## config.mk

```make
export PLATFORM = sky130hd
export DESIGN_NAME = twc_regs_top
export DESIGN_NICKNAME = d
export VERILOG_FILES = /design/src/rtl/twc_pkg.sv /design/src/rtl/twc_line_sync.sv /design/src/rtl/twc_byte_rx.sv /design/src/rtl/twc_reg_bank.sv /design/src/rtl/twc_regs_top.sv
export SDC_FILE = /design/constraint.sdc
export NUM_CORES = 1
export LEC_CHECK = 0
export ABC_CLOCK_PERIOD_IN_PS = 2100
export CAP_MARGIN = 20
export CORE_MARGIN = 4
export CORE_UTILIZATION = 55
export CTS_BUF_LIST = sky130_fd_sc_hd__clkbuf_8
export DETAILED_ROUTE_END_ITERATION = 7
export PLACE_DENSITY = 0.83
export SLEW_MARGIN = 20
export SYNTH_ARGS = -nofsm -noshare
export SYNTH_HDL_FRONTEND = slang
export SYNTH_HIERARCHICAL = 1
export SYNTH_SLANG_ARGS = --single-unit
```

## constraint.sdc

```tcl
create_clock -name clk -period 2.1 [get_ports clk]
set_clock_uncertainty 0.05 [all_clocks]
set_input_delay 0.21 -clock clk [delete_from_list [all_inputs] [get_ports clk]]
set_output_delay 0.21 -clock clk [all_outputs]
set_load 0.01 [all_outputs]
```

## src/rtl/twc_pkg.sv

```systemverilog
package twc_pkg;

    typedef enum logic [2:0] {
        RX_IDLE,
        RX_SHIFT,
        RX_ACK_WAIT,
        RX_ACK_HOLD,
        RX_IGNORE
    } rx_state_e;

    typedef enum logic [1:0] {
        AM_QUICK0  = 2'b00,
        AM_QUICK1  = 2'b01,
        AM_TEST    = 2'b10,
        AM_INDEXED = 2'b11
    } acc_mode_e;

    typedef enum logic [1:0] {
        PM_NORMAL    = 2'd0,
        PM_DATA_ONLY = 2'd1,
        PM_IDLE      = 2'd2,
        PM_OFF       = 2'd3
    } pwr_mode_e;

    typedef struct packed {
        logic       valid;
        logic       first;
        logic [7:0] data;
    } rx_byte_t;

    function automatic pwr_mode_e pwr_decode(input logic [2:0] f);
        if (f[2])
            return PM_OFF;
        else if (f[1:0] == 2'b10)
            return PM_DATA_ONLY;
        else if (f[1:0] == 2'b11)
            return PM_IDLE;
        else
            return PM_NORMAL;
    endfunction

endpackage

```

## src/rtl/twc_line_sync.sv

```systemverilog
module twc_line_sync #(
    parameter int unsigned STAGES = 2
) (
    input  logic clk,
    input  logic rst,
    input  logic scl_i,
    input  logic sda_i,
    output logic sda_s,
    output logic scl_rise,
    output logic scl_fall,
    output logic start_det,
    output logic stop_det
);
    logic [STAGES-1:0] scl_pipe, sda_pipe;
    logic scl_q, sda_q, scl_s;

    always_ff @(posedge clk) begin
        if (rst) begin
            scl_pipe <= '1;
            sda_pipe <= '1;
            scl_q    <= 1'b1;
            sda_q    <= 1'b1;
        end else begin
            scl_pipe <= {scl_pipe[STAGES-2:0], scl_i};
            sda_pipe <= {sda_pipe[STAGES-2:0], sda_i};
            scl_q    <= scl_pipe[STAGES-1];
            sda_q    <= sda_pipe[STAGES-1];
        end
    end

    assign scl_s     = scl_pipe[STAGES-1];
    assign sda_s     = sda_pipe[STAGES-1];
    assign scl_rise  = scl_s & ~scl_q;
    assign scl_fall  = ~scl_s & scl_q;
    assign start_det = scl_s & scl_q & sda_q & ~sda_s;
    assign stop_det  = scl_s & scl_q & ~sda_q & sda_s;

endmodule

```

## src/rtl/twc_byte_rx.sv

```systemverilog
module twc_byte_rx
    import twc_pkg::*;
#(
    parameter logic [6:0] ADDR7 = 7'h40
) (
    input  logic     clk,
    input  logic     rst,
    input  logic     sda_s,
    input  logic     scl_rise,
    input  logic     scl_fall,
    input  logic     start_det,
    input  logic     stop_det,
    output logic     sda_pull,
    output rx_byte_t byte_o
);
    rx_state_e  state;
    logic [2:0] bit_cnt;
    logic [6:0] shreg;
    logic       is_addr;
    logic       first_pend;
    logic [7:0] full_byte;

    assign full_byte = {shreg, sda_s};

    always_ff @(posedge clk) begin
        if (rst) begin
            state      <= RX_IDLE;
            bit_cnt    <= '0;
            shreg      <= '0;
            is_addr    <= 1'b0;
            first_pend <= 1'b0;
            sda_pull   <= 1'b0;
            byte_o     <= '0;
        end else begin
            byte_o.valid <= 1'b0;
            if (start_det) begin
                state    <= RX_SHIFT;
                bit_cnt  <= '0;
                is_addr  <= 1'b1;
                sda_pull <= 1'b0;
            end else if (stop_det) begin
                state    <= RX_IDLE;
                sda_pull <= 1'b0;
            end else begin
                unique case (state)
                    RX_SHIFT: if (scl_rise) begin
                        shreg   <= full_byte[6:0];
                        bit_cnt <= bit_cnt + 3'd1;
                        if (bit_cnt == 3'd7) begin
                            if (is_addr) begin
                                if (full_byte == {ADDR7, 1'b0}) begin
                                    state      <= RX_ACK_WAIT;
                                    first_pend <= 1'b1;
                                end else begin
                                    state <= RX_IGNORE;
                                end
                            end else begin
                                byte_o     <= '{valid: 1'b1, first: first_pend, data: full_byte};
                                first_pend <= 1'b0;
                                state      <= RX_ACK_WAIT;
                            end
                        end
                    end
                    RX_ACK_WAIT: if (scl_fall) begin
                        sda_pull <= 1'b1;
                        state    <= RX_ACK_HOLD;
                    end
                    RX_ACK_HOLD: if (scl_fall) begin
                        sda_pull <= 1'b0;
                        state    <= RX_SHIFT;
                        bit_cnt  <= '0;
                        is_addr  <= 1'b0;
                    end
                    default: ;
                endcase
            end
        end
    end

    // STOP always lets go of SDA
    p_release_on_stop_r13: assert property (@(posedge clk) disable iff (rst)
        stop_det |=> !sda_pull);

    // a foreign transfer never sees an acknowledge
    p_silent_when_ignoring_r1: assert property (@(posedge clk) disable iff (rst)
        (state == RX_IGNORE) |-> !sda_pull);

    // acknowledge persists until an SCL fall, STOP or START
    p_ack_held_r9: assert property (@(posedge clk) disable iff (rst)
        (sda_pull && !scl_fall && !stop_det && !start_det) |=> sda_pull);

endmodule

```

## src/rtl/twc_reg_bank.sv

```systemverilog
module twc_reg_bank
    import twc_pkg::*;
#(
    parameter int unsigned NREG = 9,
    parameter int unsigned DW   = 8
) (
    input  logic                 clk,
    input  logic                 rst,
    input  rx_byte_t             wr,
    output logic [NREG*DW-1:0]   regs_flat
);
    localparam int unsigned PTRW = $clog2(NREG + 1);
    localparam logic [PTRW-1:0] PTR_NONE = PTRW'(NREG);

    logic [DW-1:0]   regs [NREG];
    logic [PTRW-1:0] ptr;
    acc_mode_e       mode;
    logic [3:0]      idx;

    assign mode = acc_mode_e'(wr.data[7:6]);
    assign idx  = wr.data[3:0];

    always_ff @(posedge clk) begin
        if (rst) begin
            for (int i = 0; i < int'(NREG); i++) regs[i] <= '0;
            ptr <= PTR_NONE;
        end else if (wr.valid) begin
            if (wr.first) begin
                unique case (mode)
                    AM_QUICK0: begin
                        regs[0][5:0] <= wr.data[5:0];
                        ptr          <= PTRW'(1);
                    end
                    AM_QUICK1: begin
                        regs[1][5:0] <= wr.data[5:0];
                        ptr          <= PTRW'(2);
                    end
                    AM_INDEXED: ptr <= (32'(idx) < NREG) ? PTRW'(idx) : PTR_NONE;
                    default:    ptr <= PTR_NONE;
                endcase
            end else if (ptr != PTR_NONE) begin
                if (ptr < PTRW'(2))
                    regs[ptr] <= {2'b00, wr.data[5:0]};
                else
                    regs[ptr] <= wr.data;
                ptr <= ptr + PTRW'(1);
            end
        end
    end

    for (genvar g = 0; g < NREG; g++) begin : g_flat
        assign regs_flat[g*DW +: DW] = regs[g];
    end

    // the two top bits of registers 0 and 1 stay clear
    p_top_bits_clear_r5: assert property (@(posedge clk) disable iff (rst)
        (regs_flat[7:6] == 2'b00) && (regs_flat[DW+7:DW+6] == 2'b00));

    // the bank moves only after a delivered byte
    p_hold_without_byte_r6: assert property (@(posedge clk) disable iff (rst)
        !wr.valid |=> $stable(regs_flat));

    // the pointer never runs past its exhausted value
    p_ptr_bounded_r8: assert property (@(posedge clk) disable iff (rst)
        ptr <= PTR_NONE);

endmodule

```

## src/rtl/twc_regs_top.sv

```systemverilog
module twc_regs_top
    import twc_pkg::*;
#(
    parameter logic [6:0]  ADDR7       = 7'h40,
    parameter int unsigned NREG        = 9,
    parameter int unsigned SYNC_STAGES = 2
) (
    input  logic              clk,
    input  logic              rst,
    input  logic              scl_i,
    input  logic              sda_i,
    output logic              sda_pull_o,
    output logic [NREG*8-1:0] regs_o,
    output logic [1:0]        pwr_mode_o,
    output logic              hpdn_o,
    output logic              vox_o
);
    localparam int unsigned DW     = 8;
    localparam int unsigned R_HPDN = 5;
    localparam int unsigned R_PWR  = 6;
    localparam int unsigned R_VOX  = 8;

    logic     sda_s, scl_rise, scl_fall, start_det, stop_det;
    rx_byte_t rx_byte;

    twc_line_sync #(.STAGES(SYNC_STAGES)) u_sync (
        .clk(clk), .rst(rst), .scl_i(scl_i), .sda_i(sda_i),
        .sda_s(sda_s), .scl_rise(scl_rise), .scl_fall(scl_fall),
        .start_det(start_det), .stop_det(stop_det)
    );

    twc_byte_rx #(.ADDR7(ADDR7)) u_rx (
        .clk(clk), .rst(rst), .sda_s(sda_s), .scl_rise(scl_rise),
        .scl_fall(scl_fall), .start_det(start_det), .stop_det(stop_det),
        .sda_pull(sda_pull_o), .byte_o(rx_byte)
    );

    twc_reg_bank #(.NREG(NREG), .DW(DW)) u_bank (
        .clk(clk), .rst(rst), .wr(rx_byte), .regs_flat(regs_o)
    );

    assign pwr_mode_o = pwr_decode(regs_o[R_PWR*DW +: 3]);
    assign hpdn_o     = regs_o[R_HPDN*DW + 1];
    assign vox_o      = regs_o[R_VOX*DW + 7];

    // SDA is released in the cycle after reset
    p_reset_release_r12: assert property (@(posedge clk)
        rst |=> !sda_pull_o);

endmodule

```

==> results.tsv, run 1 <==
metric	value	unit
largest cells by area after synthesis	edfxtp_1 46%, dfxtp_1 15%, and2_1 5.1%	
Crit path max-delay family	simple AND/OR/NAND/NOR gates	
Placed Instance Area	0.00564	mm2
period utilization	0.936	
RSZ-0062 raised after global routing	no	
Num CTS Buffers	9	
number of routed nets with antenna violations	0	
Hold Crit Class	in2reg	
Max Slew Vio Count	0	
most frequent cells after synthesis	72 x edfxtp_1, 38 x and2_1, 36 x dfxtp_1, 30 x nand2b_1, 22 x nor2_1	
mux share of post-synthesis cell area	0.0341	
worst skew pair latency	0.36	ns
pwr/cell area	670	mW/mm2
critical path endpoint category	register	
Async SR Flop Fraction	0	
post-synth top area share	0.461	
Num Clock Sinks	108	
most area-hungry cell type in the Yosys netlist	edfxtp_1	
Core Area	0.00826	mm2
syn nets	388	
share of layout cells above drive strength 1	0.100	
CTS resizes	0	
Compound-Gate Fraction of Synth Area	0.0664	
root buffer cell	clkbuf_8	
setup ws final	0.135	ns
pre-CTS setup slack	-0.00608	ns
number of port buffers	80	
vias in the first global route	3050	
Max clock buf depth	2	
first-pass GRT wire length	15300	um
Tot GR Track Use	0.196	
CP bufs+invs	1	
CP Max Fanout	9	
Post-Syn Instances	378	
Top FF cell, synth	edfxtp_1	
status	completed	
Starting Density	0.568	
die width	100	um
CP Cell Sequence	ha_1 -> nor4bb_1 -> buf_4 -> nand2_1 -> nand2b_1	
register bit total from synthesis	108	
hold_buf cts	0	
drt total wl	9650	um
synth-to-layout area growth	25.1	%
worst path arrival time	1.94	ns
area share of and/or/nand/nor cells after synthesis	0.235	
Die H	100	um
maximum clock frequency	509	MHz
vias	3233	
design area	0.00587	mm2
diode count	0	
DRT iter0 DRCs	255	
Least-Margin Pin Slew	0.559	ns
syn_area_per_cell	12.4	um2
Synth Area in XOR/XNOR	0	
largest family of logic cells by synthesized area	simple AND/OR/NAND/NOR gates	
post-synthesis adder-cell area fraction	0.0160	
Reg clk slew, reported paths	0.10	ns
Setup violations, final	0	
sequential cell area fraction in the yosys report	0.615	
slew margin rel.	0.627	
setup TNS	0	ns
number of remaining DRC errors	0	
postcts setup bufs	0	
Req. time, crit path	2.07	ns
I/O pin cnt	81	
initial antenna violation count	0	
R2R setup slack	0.13	ns
HPWL after DPL	6960	um
number of cells on the critical path	5	
slowest CP cell	dfxtp_1	
largest net degree at the start of global routing	29	
Post-synth EDFFs	72	
worst r2r path cells	5	
wire per inst	16.8	um
Critical Path Start Type	register	
1st-pass router iterations	5	
GP Congestion	0.890	
hold worst-path end	u_sync/scl_pipe[0]$_SDFF_PP1_	
hold path cells	2	
FF-to-FF End	u_bank/regs[5][2]$_SDFFCE_PN0P_	
Max-Cap Viols	0	
final hold violations	0	
H-tree Lvls	3	
Synth warnings	6	
vias per cell	5.62	
Worst Hold Launch	scl_i	
Yosys cell types	57	
Pleak	2.15	nW
Setup CP Type	reg2reg	
total gr overflow	0	
maximum vdd drop	0.000402	V
RR Startpoint	u_bank/ptr[0]$_SDFFE_PP1P_	
DIE AREA	0.0101	mm2
crit path time final	1.97	ns
# rows	33	
Final #Nets	475	
Mapped Area	0.00469	mm2
slowest stage delay, CP	0.47	ns
CTS tree	built	
Filler cells	591	
most common cell in the netlist	edfxtp_1	
[flip-flops by register name, summed over array words and instances, names as in the netlist, 2 cells and up]
| signal | cells |
|---|---|
| u_bank/ptr | 4 |
| u_bank/regs | 72 |
| u_rx/bit_cnt | 3 |
| u_rx/byte_o | 10 |
| u_rx/shreg | 7 |
| u_rx/state | 3 |
| u_sync/scl_pipe | 2 |
| u_sync/sda_pipe | 2 |
[worst register-to-register path: cells and delay by family (launching register included)]
kind,cells,cell delay [ns]
buffers and inverters,1,0.20
adder cells (fa/ha/maj),1,0.22
flip-flops,1,0.47
AND/OR/NAND/NOR,3,0.71
[per-layer routing]
layer	part of all wire	wire, um	track usage	vias up
met4	0.019	183	0.0715	0
met1	0.41	4000	0.243	1551
met2	0.50	4860	0.342	133
met5	0	0	0	-
met3	0.063	609	0.0354	16
li1	-	-	-	1533
[cell type report]
cell class / count / area [um2] / area share
flip-flops and latches: 108 / 2880 / 0.491
multi-input cells: 239 / 1650 / 0.281
clock buffers: 9 / 124 / 0.0211
well taps: 105 / 131 / 0.0224
clock inverters: 7 / 100 / 0.0171
inverters: 10 / 37.5 / 0.00640
repair buffers: 97 / 941 / 0.160
[layout by cell type, fill, tap and decap left out, drive strengths merged, types with 2 or more instances in the layout]
cell           Yosys  final
nor2              23     23
o31ai              2      2
nand3              7      7
nor4b              2      2
a21o               5      5
a32oi              3      3
edfxtp            72     72
a21oi              6      6
mux2i             16     16
bufinv             0      2
nor4               2      2
a211oi             3      3
nand4bb            2      2
and3              12     12
nor2b             19     19
a211o              2      2
dfxtp             36     36
a31oi              3      3
nor4bb             2      2
and2              38     38
ha                 6      6
clkbuf             9      9
inv               10     13
and4b              2      2
nand2              9      9
or2                8      8
a31o               2      2
nand3b             3      3
o21ai              6      6
or3                3      3
clkdlybuf4s50      0     80
buf               12     17
nand2b            30     30
nand4              5      5
a311oi             2      2
nor3b              3      3
[logic make-up after synthesis]
logic type	Yosys count
compound gates	43
fa+ha+maj	6
buf+inv	31
flops	108
mux	16
simple gates	174
[where the power goes]
| part | switching (mW) | internal (mW) | leakage, nW |
|---|---|---|---|
| combinational | 0.107 | 0.122 | 1.01 |
| clock | 0.684 | 0.682 | 0.113 |
| sequential | 0.0235 | 2.31 | 1.02 |
[worst max path at each step]
| stage | to | slack (ns) | startpoint |
|---|---|---|---|
| after floorplan | u_bank/regs[5][0]$_SDFFCE_PN0P_ | 0.31 | u_bank/ptr[0]$_SDFFE_PP1P_ |
| after global placement | u_bank/regs[0][0]$_DFFE_PP_ | 0.05 | rst |
| after detailed placement | u_bank/regs[5][2]$_SDFFCE_PN0P_ | -0.006 | rst |
| after CTS | u_rx/byte_o[6]$_SDFFE_PP0P_ | 0.12 | u_rx/bit_cnt[0]$_SDFFE_PP0P_ |
| after global routing | u_bank/regs[5][2]$_SDFFCE_PN0P_ | 0.07 | u_bank/ptr[0]$_SDFFE_PP1P_ |
| final | u_bank/regs[5][2]$_SDFFCE_PN0P_ | 0.13 | u_bank/ptr[0]$_SDFFE_PP1P_ |
[metrics by stage]
step / util / hold WS, ns / total power [mW] / cells
after global routing: 0.711 / 0.342 / 4.07 / 575
final: 0.711 / 0.348 / 3.93 / 575
after floorplan: - / 0.257 / 2.48 / 378
after CTS: 0.710 / 0.332 / 3.97 / 575
after global placement: 0.683 / 0.339 / 2.61 / 559
after detailed placement: 0.683 / 0.340 / 2.62 / 559
(Power assumes the default switching activity.)
==> inputs of run 2 (changes only) <==
--- a/config.mk
+++ b/config.mk
@@ -10,9 +10,9 @@
 export CORE_MARGIN = 4
 export CORE_UTILIZATION = 55
 export CTS_BUF_LIST = sky130_fd_sc_hd__clkbuf_8
+export CTS_CLUSTER_SIZE = 25
 export DETAILED_ROUTE_END_ITERATION = 7
 export PLACE_DENSITY = 0.83
-export SLEW_MARGIN = 20
 export SYNTH_ARGS = -nofsm -noshare
 export SYNTH_HDL_FRONTEND = slang
 export SYNTH_HIERARCHICAL = 1
==> results of run 2 <==
Same layout as run 1: the final DEF is identical, and so are final timing and power.
==> inputs of run 3 (changes only) <==
--- a/config.mk
+++ b/config.mk
@@ -13,6 +13,7 @@
 export CTS_CLUSTER_SIZE = 25
 export DETAILED_ROUTE_END_ITERATION = 7
 export PLACE_DENSITY = 0.83
+export SKIP_CTS_REPAIR_TIMING = 1
 export SYNTH_ARGS = -nofsm -noshare
 export SYNTH_HDL_FRONTEND = slang
 export SYNTH_HIERARCHICAL = 1
==> results of run 3 <==
Same layout as run 1: the final DEF is identical, and so are final timing and power.
